### config.mk
export PLATFORM = sky130hd
export DESIGN_NAME = spiboot_reader
export DESIGN_NICKNAME = d
export VERILOG_FILES = /design/src/rtl/spiboot_pkg.sv /design/src/rtl/spiboot_byte_xfer.sv /design/src/rtl/spiboot_addr_track.sv /design/src/rtl/spiboot_reader.sv
export SDC_FILE = /design/constraint.sdc
export NUM_CORES = 1
export LEC_CHECK = 0
export CORE_MARGIN = 2
export CORE_UTILIZATION = 50
export CTS_CLUSTER_DIAMETER = 200
export DETAILED_ROUTE_END_ITERATION = 10
export DONT_BUFFER_PORTS = 1
export GPL_ROUTABILITY_DRIVEN = 0
export PLACE_DENSITY_LB_ADDON = 0.12
export SLEW_MARGIN = 20
export SYNTH_ARGS = -nofsm -noshare
export SYNTH_HDL_FRONTEND = slang
export SYNTH_SLANG_ARGS = --single-unit
### constraint.sdc
create_clock -name clk -period 8 [get_ports clk]
set_clock_uncertainty 0.2 [all_clocks]
set_input_delay 0.4 -clock clk [delete_from_list [all_inputs] [get_ports clk]]
set_output_delay 0.4 -clock clk [all_outputs]
set_load 0.005 [all_outputs]
### src/rtl/spiboot_pkg.sv
package spiboot_pkg;
  typedef enum logic [1:0] {ST_IDLE, ST_GAP, ST_CMD, ST_DATA} rd_state_t;
  localparam logic [7:0] READ_OPCODE = 8'h03;
endpackage

### src/rtl/spiboot_byte_xfer.sv
// One 8-bit mode-0 shift: the first bit is presented at start, later bits on
// falling edges, and input bits are captured on rising edges.
module spiboot_byte_xfer #(
  parameter int HALF_DIV = 128
) (
  input  logic       clk,
  input  logic       rst,
  input  logic       start,
  input  logic [7:0] tx_byte,
  input  logic       miso,
  output logic       sck,
  output logic       mosi,
  output logic       busy,
  output logic       done,
  output logic [7:0] rx_byte
);
  localparam int DW = (HALF_DIV > 1) ? $clog2(HALF_DIV) : 1;

  logic [DW-1:0] div_q;
  logic [2:0]    bit_q;
  logic          active_q, sck_q, done_q;
  logic [7:0]    tx_q, rx_q;
  logic          half_end;

  assign half_end = (div_q == DW'(HALF_DIV - 1));

  always_ff @(posedge clk) begin
    if (rst) begin
      div_q    <= '0;
      bit_q    <= '0;
      active_q <= 1'b0;
      sck_q    <= 1'b0;
      done_q   <= 1'b0;
      tx_q     <= '0;
      rx_q     <= '0;
    end else begin
      done_q <= 1'b0;
      if (!active_q) begin
        if (start) begin
          active_q <= 1'b1;
          tx_q     <= tx_byte;
          div_q    <= '0;
          bit_q    <= '0;
        end
      end else if (half_end) begin
        div_q <= '0;
        if (!sck_q) begin
          sck_q <= 1'b1;
          rx_q  <= {rx_q[6:0], miso};
        end else begin
          sck_q <= 1'b0;
          tx_q  <= {tx_q[6:0], 1'b0};
          bit_q <= bit_q + 3'd1;
          if (bit_q == 3'd7) begin
            active_q <= 1'b0;
            done_q   <= 1'b1;
          end
        end
      end else begin
        div_q <= div_q + DW'(1);
      end
    end
  end

  assign sck     = sck_q;
  assign mosi    = tx_q[7];
  assign busy    = active_q;
  assign done    = done_q;
  assign rx_byte = rx_q;

  AST_MOSI_ON_FALL: assert property (@(posedge clk) disable iff (rst)
    (!$stable(tx_q[7]) && $past(active_q)) |-> $fell(sck_q))
    else $error("mosi moved without a falling sck");
  AST_SCK_LOW_IDLE: assert property (@(posedge clk) disable iff (rst)
    !active_q |-> !sck_q)
    else $error("sck high outside a byte");
endmodule

### src/rtl/spiboot_addr_track.sv
// Holds the address delivered last and flags a request for the next one.
module spiboot_addr_track #(
  parameter int AW = 24
) (
  input  logic          clk,
  input  logic          rst,
  input  logic          commit,
  input  logic [AW-1:0] commit_addr,
  input  logic [AW-1:0] probe_addr,
  output logic          seq_hit
);
  logic [AW-1:0] last_q;
  logic [AW-1:0] next_addr;
  logic          valid_q;

  always_ff @(posedge clk) begin
    if (rst) begin
      last_q  <= '0;
      valid_q <= 1'b0;
    end else if (commit) begin
      last_q  <= commit_addr;
      valid_q <= 1'b1;
    end
  end

  assign next_addr = last_q + AW'(1);
  assign seq_hit   = valid_q && (probe_addr == next_addr);
endmodule

### src/rtl/spiboot_reader.sv
module spiboot_reader #(
  parameter int HALF_DIV   = 128,
  parameter int ADDR_BYTES = 3,
  localparam int AW        = 8 * ADDR_BYTES
) (
  input  logic          clk,
  input  logic          rst,
  input  logic          req_valid,
  input  logic [AW-1:0] req_addr,
  output logic          busy,
  output logic          done,
  output logic [7:0]    rdata,
  output logic          spi_sck,
  output logic          spi_mosi,
  output logic          spi_cs_n,
  input  logic          spi_miso
);
  import spiboot_pkg::*;

  localparam int IW = $clog2(ADDR_BYTES + 1);
  localparam int GW = $clog2(2 * HALF_DIV);
  localparam int CW = $clog2(2 * HALF_DIV + 1);

  rd_state_t     state_q;
  logic          cs_n_q, start_q, done_q;
  logic [7:0]    txb_q, rdata_q;
  logic [AW-1:0] cmd_sh_q, req_addr_q;
  logic [IW-1:0] idx_q;
  logic [GW-1:0] gap_q;
  logic          x_done, x_busy, x_sck, x_mosi;
  logic [7:0]    x_rx;
  logic          seq_hit, commit;

  assign commit = (state_q == ST_DATA) && x_done;

  spiboot_byte_xfer #(.HALF_DIV(HALF_DIV)) u_xfer (
    .clk(clk), .rst(rst), .start(start_q), .tx_byte(txb_q), .miso(spi_miso),
    .sck(x_sck), .mosi(x_mosi), .busy(x_busy), .done(x_done), .rx_byte(x_rx)
  );

  spiboot_addr_track #(.AW(AW)) u_track (
    .clk(clk), .rst(rst), .commit(commit), .commit_addr(req_addr_q),
    .probe_addr(req_addr), .seq_hit(seq_hit)
  );

  always_ff @(posedge clk) begin
    if (rst) begin
      state_q    <= ST_IDLE;
      cs_n_q     <= 1'b1;
      start_q    <= 1'b0;
      done_q     <= 1'b0;
      txb_q      <= '0;
      rdata_q    <= '0;
      cmd_sh_q   <= '0;
      req_addr_q <= '0;
      idx_q      <= '0;
      gap_q      <= '0;
    end else begin
      start_q <= 1'b0;
      done_q  <= 1'b0;
      case (state_q)
        ST_IDLE: if (req_valid) begin
          req_addr_q <= req_addr;
          cmd_sh_q   <= req_addr;
          idx_q      <= '0;
          if (seq_hit) begin
            start_q <= 1'b1;
            txb_q   <= 8'h00;
            state_q <= ST_DATA;
          end else if (!cs_n_q) begin
            cs_n_q  <= 1'b1;
            gap_q   <= '0;
            state_q <= ST_GAP;
          end else begin
            cs_n_q  <= 1'b0;
            start_q <= 1'b1;
            txb_q   <= READ_OPCODE;
            state_q <= ST_CMD;
          end
        end
        ST_GAP: begin
          if (gap_q == GW'(2 * HALF_DIV - 1)) begin
            cs_n_q  <= 1'b0;
            start_q <= 1'b1;
            txb_q   <= READ_OPCODE;
            state_q <= ST_CMD;
          end else begin
            gap_q <= gap_q + GW'(1);
          end
        end
        ST_CMD: if (x_done) begin
          start_q <= 1'b1;
          if (idx_q == IW'(ADDR_BYTES)) begin
            txb_q   <= 8'h00;
            state_q <= ST_DATA;
          end else begin
            txb_q    <= cmd_sh_q[AW-1 -: 8];
            cmd_sh_q <= cmd_sh_q << 8;
            idx_q    <= idx_q + IW'(1);
          end
        end
        ST_DATA: if (x_done) begin
          rdata_q <= x_rx;
          done_q  <= 1'b1;
          state_q <= ST_IDLE;
        end
        default: state_q <= ST_IDLE;
      endcase
    end
  end

  assign busy     = (state_q != ST_IDLE);
  assign done     = done_q;
  assign rdata    = rdata_q;
  assign spi_sck  = x_sck;
  assign spi_mosi = x_mosi;
  assign spi_cs_n = cs_n_q;

  // Checker state: select-high run length, and whether the select was ever low.
  logic [CW-1:0] cs_hi_cnt_q;
  logic          was_low_q;
  always_ff @(posedge clk) begin
    if (rst) begin
      cs_hi_cnt_q <= '0;
      was_low_q   <= 1'b0;
    end else begin
      if (!cs_n_q) begin
        cs_hi_cnt_q <= '0;
        was_low_q   <= 1'b1;
      end else if (cs_hi_cnt_q != CW'(2 * HALF_DIV)) begin
        cs_hi_cnt_q <= cs_hi_cnt_q + CW'(1);
      end
    end
  end

  AST_CS_GAP: assert property (@(posedge clk) disable iff (rst)
    ($fell(cs_n_q) && was_low_q) |-> (cs_hi_cnt_q >= CW'(2 * HALF_DIV)))
    else $error("select gap too short");
  AST_DONE_PULSE: assert property (@(posedge clk) disable iff (rst)
    done_q |=> !done_q)
    else $error("done longer than one cycle");
  AST_RDATA_HOLD: assert property (@(posedge clk) disable iff (rst)
    !$stable(rdata_q) |-> done_q)
    else $error("rdata moved without done");
  AST_SCK_NEEDS_CS: assert property (@(posedge clk) disable iff (rst)
    x_sck |-> !cs_n_q)
    else $error("sck high with select released");
  AST_SEQ_KEEPS_CS: assert property (@(posedge clk) disable iff (rst)
    (state_q == ST_IDLE && req_valid && seq_hit) |=> !cs_n_q)
    else $error("sequential read dropped select");
  AST_ACCEPT_BUSY: assert property (@(posedge clk) disable iff (rst)
    (state_q == ST_IDLE && req_valid) |=> busy)
    else $error("accepted request not busy");
  AST_ENGINE_IDLE: assert property (@(posedge clk) disable iff (rst)
    (state_q == ST_IDLE) |-> !x_busy)
    else $error("shifter active while idle");
endmodule

==> impl_metrics.json, run 1 <==
{
  "io_pins": 41,
  "hp-class": "in -> reg",
  "grt_pass1_vias": 5110,
  "synth_seq_area_share_pct": 42.0,
  "dp_slack_ps": 3820,
  "placed_area_sq_um": 6400,
  "path_cells": "ha_1, nand3_2, or3_1, or4_1, a211oi_1, nand4_1, a2111oi_4, o221a_2, mux2i_1",
  "crit_path_start_kind": "flop",
  "cts_buffer_depth": 2,
  "die-area_sq_um": 13600,
  "leakagePower_nw": 2.41,
  "peakVddDrop_uv": 172,
  "ys.warnings.count": 0,
  "slowest_stage": "a2111oi_4",
  "cts_buffers": 17,
  "finalHoldWorstSlack_ps": 16.2,
  "path_buf_inv": 0,
  "syn-num-nets": 829,
  "period_share_pct": 53.7,
  "finalSetupViolations": 0,
  "cts.sinks": 133,
  "worstHoldEndpoint": "cmd_sh_q[8]$_SDFFE_PP0P_",
  "final_cell_mix": "179 x nand2_1, 133 x dfxtp_1, 88 x a21oi_1, 70 x nor2_1, 41 x mux2i_1",
  "holdCritStartpoint": "req_addr[8]",
  "syn_area_sq_um": 6340,
  "cp_slowest_stage_delay_ps": 930,
  "routed_via_density": 5.56,
  "drtPass1Iterations": 4,
  "reg2reg_from": "u_track.last_q[0]$_SDFFE_PP0P_",
  "clkLatencyLatePin_ps": 420,
  "fmaxAchievable_mhz": 233,
  "slew_headroom_pct": 29.8,
  "synthTopCellsByArea": "dfxtp_1 42%, nand2_1 11%, a21oi_1 7.0%",
  "initial_core_util_pct": 50.7,
  "crit_required_ps": 8140,
  "ys_ff_latch": 133,
  "power_density_nw_per_um2": 277,
  "fin_ws_ps": 3710,
  "fin_crit_ps": 4290,
  "final_layout_size_suffix_gt1_share_pct": 5.75,
  "place_hpwl_um": 9870,
  "fin_nets": 827,
  "yosys_most_used_dff": "dfxtp_1",
  "endpoint_kind": "flop",
  "path_clk_slew_ps": 60,
  "arrival_ps": 4430,
  "worst_path_dominant_cell_family": "compound AO/OA/AOI/OAI gates",
  "die_h_um": 117,
  "cts_root_buffer": "clkbuf_16",
  "fin_setup_tns_ps": 0,
  "synth_edf_count": 0,
  "grt_usage_pct": 22.8,
  "grt_pass1_wl_um": 24300,
  "rsz0062_at_grt": "no",
  "finalInstanceArea_sq_um": 7210,
  "coreArea_sq_um": 12500,
  "p_total_mw": 2.00,
  "post-synth-top-area-cell": "dfxtp_1",
  "antennaDiodeCount": 0,
  "status": "finished clean",
  "finalHoldViolations": 0,
  "syn2layout_area_growth_pct": 13.7,
  "wl_per_cell_um": 15.3,
  "r2r_cells": 9,
  "fillers": 1191,
  "drv_slew": 0,
  "final_common_cell": "nand2_1",
  "max-cap-violations": 0,
  "path_class": "reg -> reg",
  "dieWidth_um": 117,
  "grt_max_degree": 118,
  "drc": 0,
  "reg2reg_to": "txb_q[6]$_SDFFE_PP0P_",
  "cts_setup_buffers": 0,
  "worst_pin_slew_ps": 1050,
  "port_buffers": 0,
  "rows": 41,
  "cts_tree": "done",
  "grt.overflow.total": 0,
  "htreeDepth": 4,
  "rrSetupSlack_ps": 3710,
  "wirelength_um": 14800,
  "synth_top_area_share_pct": 42.0,
  "syn-instance-count": 790,
  "drt_iter0_drc": 394,
  "vias": 5404,
  "avgSynthCellArea_sq_um": 8.03,
  "holdPathStages": 2,
  "antenna_found_initial": 0,
  "path_max_fanout": 16,
  "ys_async_sr_fraction_pct": 0,
  "synth.distinct_cells": 63,
  "antenna_left": 0
}
## routing by layer
metal  wire length (um)  up-vias  global-route usage (%)
met5                  0        -                       0
met1               6560     2509                    27.1
met4                142        0                    7.76
met3                850       12                    7.78
li1                   -     2773                       -
met2               7280      110                    38.8
## stage by stage
| stage | utilization [%] | instances |
|---|---|---|
| final | 57.6 | 972 |
| after global routing | 57.6 | 972 |
| after CTS | 57.5 | 972 |
| after detailed placement | 51.1 | 915 |
| after global placement | 51.1 | 915 |
| after floorplan | - | 790 |
## where the power goes
part,internal [mW],total (mW),switching [mW]
clock,0.415,0.694,0.280
sequential,0.753,0.813,0.0604
combinational,0.186,0.489,0.303
## kinds of logic after synthesis
group | after synthesis | synth area share (%)
buffers and inverters | 62 | 3.85
multiplexers | 42 | 6.65
flip-flops | 133 | 42.0
adder cells (fa/ha/maj) | 11 | 2.17
AND/OR/NAND/NOR | 343 | 24.5
AO/OA/AOI/OAI | 174 | 17.4
XOR/XNOR | 25 | 3.45
## area by class of cell
type	instances	area, sq um	share of cell area [%]
Clock inverter	9	55.1	0.764
Multi-Input combinational cell	595	3460	48.0
Clock buffer	22	474	6.58
Timing Repair Buffer	29	300	4.17
Inverter	12	45.0	0.625
Sequential cell	133	2660	36.9
Tap cell	172	215	2.99
## how the worst max path moves through the flow
stage,from,end,slack (ps),cells after the start
6_report,u_track.last_q[0]$_SDFFE_PP0P_,txb_q[6]$_SDFFE_PP0P_,3710,9
5_1_grt,u_track.last_q[0]$_SDFFE_PP0P_,txb_q[5]$_SDFFE_PP0P_,3480,9
4_1_cts,u_track.last_q[0]$_SDFFE_PP0P_,txb_q[6]$_SDFFE_PP0P_,3790,9
3_5_place_dp,u_track.last_q[0]$_SDFFE_PP0P_,txb_q[6]$_SDFFE_PP0P_,3820,9
3_3_place_gp,u_track.last_q[0]$_SDFFE_PP0P_,txb_q[3]$_SDFFE_PP0P_,3950,9
2_1_floorplan,u_track.last_q[0]$_SDFFE_PP0P_,txb_q[2]$_SDFFE_PP0P_,4680,10
## registers in the layout (all words and copies together) (netlist names), 7 cells and up
register,cells
u_xfer.tx_q,8
u_track.last_q,24
rdata,8
u_xfer.rx_byte,8
gap_q,8
req_addr_q,24
cmd_sh_q,24
u_xfer.div_q,7
txb_q,8
## repair_timing
action,CTS,global route
resized for setup,0,0
endpoints found under the setup margin,0,0
hold buffers,26,0
endpoints found under the hold margin,117,0
## worst register-to-register path: stages, from the launching register on
cell and delay, ps:
dfxtp_1 420, ha_1 340, nand3_2 210, or3_1 430, or4_1 500, a211oi_1 250, nand4_1 170, a2111oi_4 930
o221a_2 540, mux2i_1 230
## synthesized netlist by cell type (3+ instances only)
library cell and n:
nor3_1 5, buf_1 5, a211oi_1 23, dfxtp_1 133, ha_1 11, o21ai_1 6
o211ai_1 4, xnor2_1 17, nor4_1 3, clkbuf_1 38, o2111ai_1 3, xor2_1 8
and4_1 4, or3_1 7, nor3b_1 4, nor2b_1 4, nand3_1 16, nand4_1 12
buf_2 6, nor2_1 71, and3_1 7, inv_1 11, a21oi_1 89, nand3b_1 12
mux2i_1 41, o21ai_0 11, nand2_1 180, and2_1 3, o31ai_1 7, a31oi_1 5
Power figures use the tool's default switching activity.
==> run 2, diff against run 1 <==
Settings changed: ABC_AREA from default to 1.
Clock period 8 ns to 3.7 ns, I/O delays scaled along.
==> run 2 against run 1 <==
Sequential power rose by 130%. Non-clock buffer count is 9 higher. Largest cell class unchanged. Routed wire length is 17% higher. Combinational power rose to 3.1 times the previous value.
==> impl_metrics.json, run 2 <==
{
  "clkPwrFrac_pct": 33.4,
  "synth.area.mux_share_pct": 0,
  "final_common_cell": "nand2_1",
  "syn2layout_area_growth_pct": 15.3,
  "grt_usage_pct": 25.7,
  "rows": 42,
  "synth_seq_area_share_pct": 39.9,
  "die-area_sq_um": 14300,
  "holdCritStartpoint": "req_valid",
  "synthTopCellsByArea": "dfxtp_1 40%, nand2_1 13%, nor2_1 8.2%",
  "synth_edf_count": 0,
  "io_pins": 41,
  "syn_area_sq_um": 6670,
  "antenna_found_initial": 0,
  "synth-simple-area-share_pct": 31.0,
  "syn-instance-count": 979,
  "fin_crit_ps": 3140,
  "path_max_fanout": 11,
  "ys_ff_latch": 133,
  "coreArea_sq_um": 13100,
  "switchingPower_mw": 1.82,
  "hp-class": "in -> reg",
  "leakagePower_nw": 3.20,
  "finalHoldWorstSlack_ps": 50.6,
  "drt_iter0_drc": 432,
  "antenna_left": 0,
  "path_clk_slew_ps": 60,
  "slew_headroom_pct": 59.8,
  "synthAdderAreaFrac_pct": 2.06,
  "cts_tree": "done",
  "finalSetupViolations": 0,
  "peakVddDrop_uv": 488,
  "drtPass1Iterations": 6,
  "swShare_pct": 35.6,
  "crit_path_start_kind": "flop",
  "cts.sinks": 133,
  "period_share_pct": 84.8,
  "fmaxAchievable_mhz": 319,
  "grt_max_degree": 53,
  "dieWidth_um": 119,
  "wirelength_um": 17300,
  "yosys_most_used_dff": "dfxtp_1",
  "port_buffers": 0,
  "syn-num-nets": 1018,
  "post-synth-top-area-cell": "dfxtp_1",
  "reg_top3": "cmd_sh_q x24, req_addr_q x24, u_track.last_q x24",
  "finalHoldViolations": 0,
  "yosysMostFrequentCell": "nand2_1",
  "arrival_ps": 3310,
  "final_cell_mix": "231 x nand2_1, 146 x nor2_1, 133 x dfxtp_1, 99 x o21ai_0, 80 x inv_1",
  "avgSynthCellArea_sq_um": 6.81,
  "path_class": "reg -> reg",
  "combPwrFrac_pct": 30.0,
  "internal_power_mw": 3.30,
  "clkLatencyLatePin_ps": 430,
  "initial_core_util_pct": 50.7,
  "place_hpwl_um": 11400,
  "p_total_mw": 5.13,
  "wl_per_cell_um": 14.6,
  "drc": 0,
  "endpoint_kind": "flop",
  "synth_top_family_by_area": "simple AND/OR/NAND/NOR gates",
  "grt_pass1_vias": 5907,
  "drv_slew": 0,
  "fin_nets": 1034,
  "cts_root_buffer": "clkbuf_16",
  "seqPwrFrac_pct": 36.6,
  "synth_top_area_share_pct": 39.9,
  "power_density_nw_per_um2": 667,
  "reg2reg_from": "u_track.last_q[0]$_SDFFE_PP0P_",
  "fillers": 1272,
  "cts_buffers": 17,
  "synth_xor_area_share_pct": 2.76,
  "synth_compound_area_share_pct": 16.9,
  "ys_async_sr_fraction_pct": 0,
  "vias": 6199,
  "synth.distinct_cells": 37,
  "max-cap-violations": 0,
  "die_h_um": 119,
  "antennaDiodeCount": 0,
  "fin_setup_tns_ps": 0,
  "critPathLaunch": "u_track.last_q[0]$_SDFFE_PP0P_",
  "grt.overflow.total": 0,
  "grt_pass1_wl_um": 29200,
  "cts_buffer_depth": 2,
  "synth_commonest_cells": "231 x nand2_1, 146 x nor2_1, 133 x dfxtp_1",
  "final_layout_size_suffix_gt1_share_pct": 7.74,
  "htreeDepth": 4,
  "rsz0062_at_grt": "no",
  "worst_pin_slew_ps": 602,
  "status": "finished clean",
  "ys.warnings.count": 0,
  "crit_required_ps": 3870,
  "routed_via_density": 5.24
}
-- run 2: changes by cell type in the layout (fill, tap and decap cells not counted), moves of 20 or more --
cell and delta:
mux2i_1 -41, nand3_1 +37, o21ai_0 +88, inv_1 +69, a21oi_1 -21, nor2_1 +76
nand2_1 +52, a211oi_1 -20
-- run 2: per-stage QoR --
| stage | std cells | setup WS, ps | utilization [%] | instance area (sq um) |
|---|---|---|---|---|
| final | 1184 | 562 | 58.5 | 7680 |
| after global routing | 1184 | 246 | 58.5 | 7680 |
| after CTS | 1184 | 539 | 58.5 | 7680 |
| after detailed placement | 1123 | 680 | 51.6 | 6790 |
| after global placement | 1123 | 801 | 51.6 | 6790 |
| after floorplan | 979 | 1430 | - | 6670 |
-- run 2: cell type report --
cell class | instances | area [sq um] | share of cell area [%]
Clock buffer | 23 | 468 | 6.09
Clock inverter | 9 | 126 | 1.64
Inverter | 86 | 327 | 4.25
Multi-Input combinational cell | 719 | 3510 | 45.7
Sequential cell | 133 | 2660 | 34.7
Tap cell | 176 | 220 | 2.87
Timing Repair Buffer | 38 | 368 | 4.79
-- run 2: logic make-up (layout without fill, tap and decap cells) --
kind of cell             count (synthesis)  in the layout
XOR/XNOR                                21             21
adder cells (fa/ha/maj)                 11             11
buffers and inverters                  127            156
AO/OA/AOI/OAI                          208            208
AND/OR/NAND/NOR                        479            479
flip-flops                             133            133
-- run 2: final timing paths --
check                                        end  cells past startpoint  slack (ps)
setup reg to reg           gap_q[7]$_SDFFE_PP0P_                     16         560
hold reg to reg   u_xfer.rx_byte[0]$_SDFFE_PP0P_                      2         270
hold / removal             spi_cs_n$_SDFFE_PP1P_                      4          50
setup / recovery           gap_q[7]$_SDFFE_PP0P_                     16         560
-- run 2: repair_timing --
action | 4_1_cts | 5_1_grt
endpoints found under the hold margin | 81 | 0
endpoints found under the setup margin | 0 | 17
gates resized for setup | 0 | 1
hold buffers | 29 | 0
setup buffers | 0 | 0
-- run 2: per-layer routing --
metal	vias up	share of wire, %	global-route usage [%]
met5	-	0	0
met4	0	1.7	8.97
met3	18	4.8	6.85
met2	136	45	40.8
met1	2833	49	33.8
li1	3212	-	-
-- run 2: power by group through the flow --
stage	Combinational [mW]	Sequential [mW]	Clock [mW]
6_report	1.54	1.88	1.71
5_1_grt	1.77	1.91	1.81
4_1_cts	1.53	1.87	1.74
3_5_place_dp	1.48	1.90	0
3_3_place_gp	1.46	1.90	0
2_1_floorplan	1.23	1.85	0
-- run 2: critical path, stage by stage, from the launching register on --
cell and delay [ps]:
dfxtp_1 390, ha_1 220, inv_1 90, nor2_4 190, nand2_2 120, nor2_1 120, nand2_1 60, nand2_1 100
nand2_1 60, nor2_1 110, nand2_1 80, nor2_2 180, nand3_4 160, nand3_2 250, nand2_2 80, a21oi_2 110
dlygate4sd3_1 540
==> run 3, diff against run 2 <==
Settings changed: ABC_AREA 1 to 0.
Clock period 3.7 ns to 2.77 ns, I/O delays scaled along.
==> run 3 against run 2 <==
The run now ends with setup timing left. Sequential share of layout area decreased by 3.2 points. Clock-buffer cell count unchanged. Register-to-register slack worse by 830 ps. Power up 26%. Setup slack lost 830 ps. Global-route usage rose by 0.61 points. Sequential power is 24% higher. Clock power is 35% higher. Combinational power grew 18%. Design area up 10%. Die area down 4.7%. Fmax is 3.2% higher. Critical path type unchanged. Critical endpoint is now txb_q[3]$_SDFFE_PP0P_. Largest power group unchanged.
==> impl_metrics.json, run 3 (synthesized netlist as in run 1, its figures left out) <==
{
  "crit_required_ps": 2910,
  "antenna_found_initial": 0,
  "crit_top_cell": "buf_4",
  "arrival_ps": 3180,
  "rrSetupSlack_ps": -270,
  "place_hpwl_um": 10700,
  "path_cells": "buf_4, nand4_1, nor4_4, buf_4, nand3_1, nor3b_1, o22ai_1, a2111oi_4, buf_4, o221a_4, mux2i_1",
  "fillers": 1039,
  "worst_path_dominant_cell_family": "simple AND/OR/NAND/NOR gates",
  "drv_slew": 0,
  "clkLatencyLatePin_ps": 420,
  "slowest_stage": "a2111oi_4",
  "grt_max_degree": 70,
  "slew_headroom_pct": 56.0,
  "status": "finished with violations",
  "finalSetupViolations": 20,
  "final_layout_size_suffix_gt1_share_pct": 15.4,
  "htreeDepth": 4,
  "seqPwrFrac_pct": 36.2,
  "die-area_sq_um": 13600,
  "finalHoldWorstSlack_ps": 52.7,
  "clkPwrFrac_pct": 35.6,
  "cts_buffers": 17,
  "grt_pass1_wl_um": 28100,
  "swShare_pct": 31.2,
  "multi_input_area_sq_um": 3690,
  "routed_via_density": 5.66,
  "dieWidth_um": 117,
  "regArea_sq_um": 2670,
  "fin_nets": 935,
  "switchingPower_mw": 2.02,
  "io_pins": 41,
  "path_clk_slew_ps": 60,
  "hp-class": "in -> reg",
  "syn2layout_area_growth_pct": 33.8,
  "port_buffers": 0,
  "path_max_fanout": 5,
  "path_buf_inv": 3,
  "cp_slowest_stage_delay_ps": 390,
  "max-cap-violations": 0,
  "coreArea_sq_um": 12500,
  "cts_tree": "done",
  "wl_per_cell_um": 16.0,
  "rows": 41,
  "fmaxAchievable_mhz": 329,
  "endpoint_kind": "flop",
  "wirelength_um": 17300,
  "violations": "setup timing",
  "antennaDiodeCount": 0,
  "cts_root_buffer": "clkbuf_16",
  "drtPass1Iterations": 5,
  "dp_slack_ps": -417,
  "peakVddDrop_uv": 405,
  "final_common_cell": "nand2_1",
  "finalHoldViolations": 0,
  "initial_core_util_pct": 50.7,
  "internal_power_mw": 4.45,
  "antenna_left": 0,
  "drt_iter0_drc": 577,
  "combPwrFrac_pct": 28.2,
  "worst_pin_slew_ps": 656,
  "die_h_um": 117,
  "final_cell_mix": "179 x nand2_1, 129 x dfxtp_1, 88 x a21oi_1, 71 x dlygate4sd3_1, 70 x nor2_1",
  "drc": 0,
  "rsz0062_at_grt": "yes",
  "period_share_pct": 110,
  "fin_ws_ps": -272,
  "grt_usage_pct": 26.3,
  "path_class": "reg -> reg",
  "power_density_nw_per_um2": 762,
  "vias": 6118,
  "grt_pass1_vias": 6061,
  "leakagePower_nw": 3.17,
  "crit_path_start_kind": "flop",
  "fin_crit_ps": 3040,
  "reg_top3": "cmd_sh_q x24, req_addr_q x24, u_track.last_q x24",
  "cts.sinks": 133,
  "grt.overflow.total": 0,
  "cts_buffer_depth": 2
}
[run 3: changes by cell type in the layout (fill, tap and decap cells not counted), moves of 41 or more]
cell | before | now
buf_4 | 9 | 54
dlygate4sd3_1 | 28 | 71
inv_1 | 80 | 11
mux2i_1 | 0 | 41
nand2_1 | 231 | 179
nor2_1 | 146 | 70
o21ai_0 | 99 | 11
[run 3: layout make-up]
type	instances	share of cell area [%]
Multi-Input combinational cell	596	43.5
Clock buffer	23	5.63
Tap cell	172	2.54
Timing Repair Buffer	136	14.9
Sequential cell	133	31.5
Clock inverter	9	1.47
Inverter	12	0.531
[run 3: worst paths after layout]
check	to	depth (start not counted)	startpoint
worst max-delay path	txb_q[3]$_SDFFE_PP0P_	11	u_track.last_q[1]$_SDFFE_PP0P_
worst min register to register	u_track.last_q[6]$_SDFFE_PP0P_	2	req_addr_q[6]$_SDFFE_PP0P_
worst max register to register	txb_q[3]$_SDFFE_PP0P_	11	u_track.last_q[1]$_SDFFE_PP0P_
worst min-delay path	gap_q[1]$_SDFFE_PP0P_	4	req_valid
[run 3: what timing repair did]
item / in CTS / in global routing
gates resized for setup: 8 / 40
setup endpoints to repair: 20 / 37
gates cloned: 1 / 0
buffers inserted: 8 / 1
pin swaps: 8 / 20
hold buffers: 72 / 0
endpoints found under the hold margin: 131 / 0
[run 3: worst reg2reg max path, stage by stage (launching register included)]
cell       delay, ps
dfxtp_4          350
buf_4            110
nand4_1          200
nor4_4           360
buf_4            180
nand3_1          140
nor3b_1          250
o22ai_1          140
a2111oi_4        390
buf_4            200
o221a_4          230
mux2i_1          200
[run 3: layer usage]
layer | part of all wire [%] | GRT usage, % | routed length (um) | vias up
li1 | - | - | - | 2994
met1 | 41 | 30.1 | 7070 | 2912
met2 | 52 | 46.7 | 8960 | 179
met3 | 5.4 | 7.21 | 933 | 33
met4 | 2.0 | 10.5 | 348 | 0
met5 | 0 | 0 | 0 | -
[run 3: power groups by stage]
stage	Sequential, mW	Clock (mW)	Combinational (mW)
floorplan	2.32	0	1.18
global placement	2.37	0	1.38
detailed placement	2.38	0	1.42
CTS	2.34	2.32	1.72
global route	2.37	2.41	2.01
finish	2.34	2.30	1.82
[run 3: stage by stage]
step / instance area, sq um / utilization (%) / TNS [ps] / instances / total power, mW
2_1_floorplan: 6390 / - / -3070 / 790 / 3.50
3_3_place_gp: 6850 / 54.7 / -5350 / 969 / 3.74
3_5_place_dp: 6850 / 54.7 / -6300 / 969 / 3.80
4_1_cts: 8300 / 66.3 / -6860 / 1082 / 6.38
5_1_grt: 8480 / 67.8 / -7590 / 1081 / 6.80
6_report: 8480 / 67.8 / -4660 / 1081 / 6.47
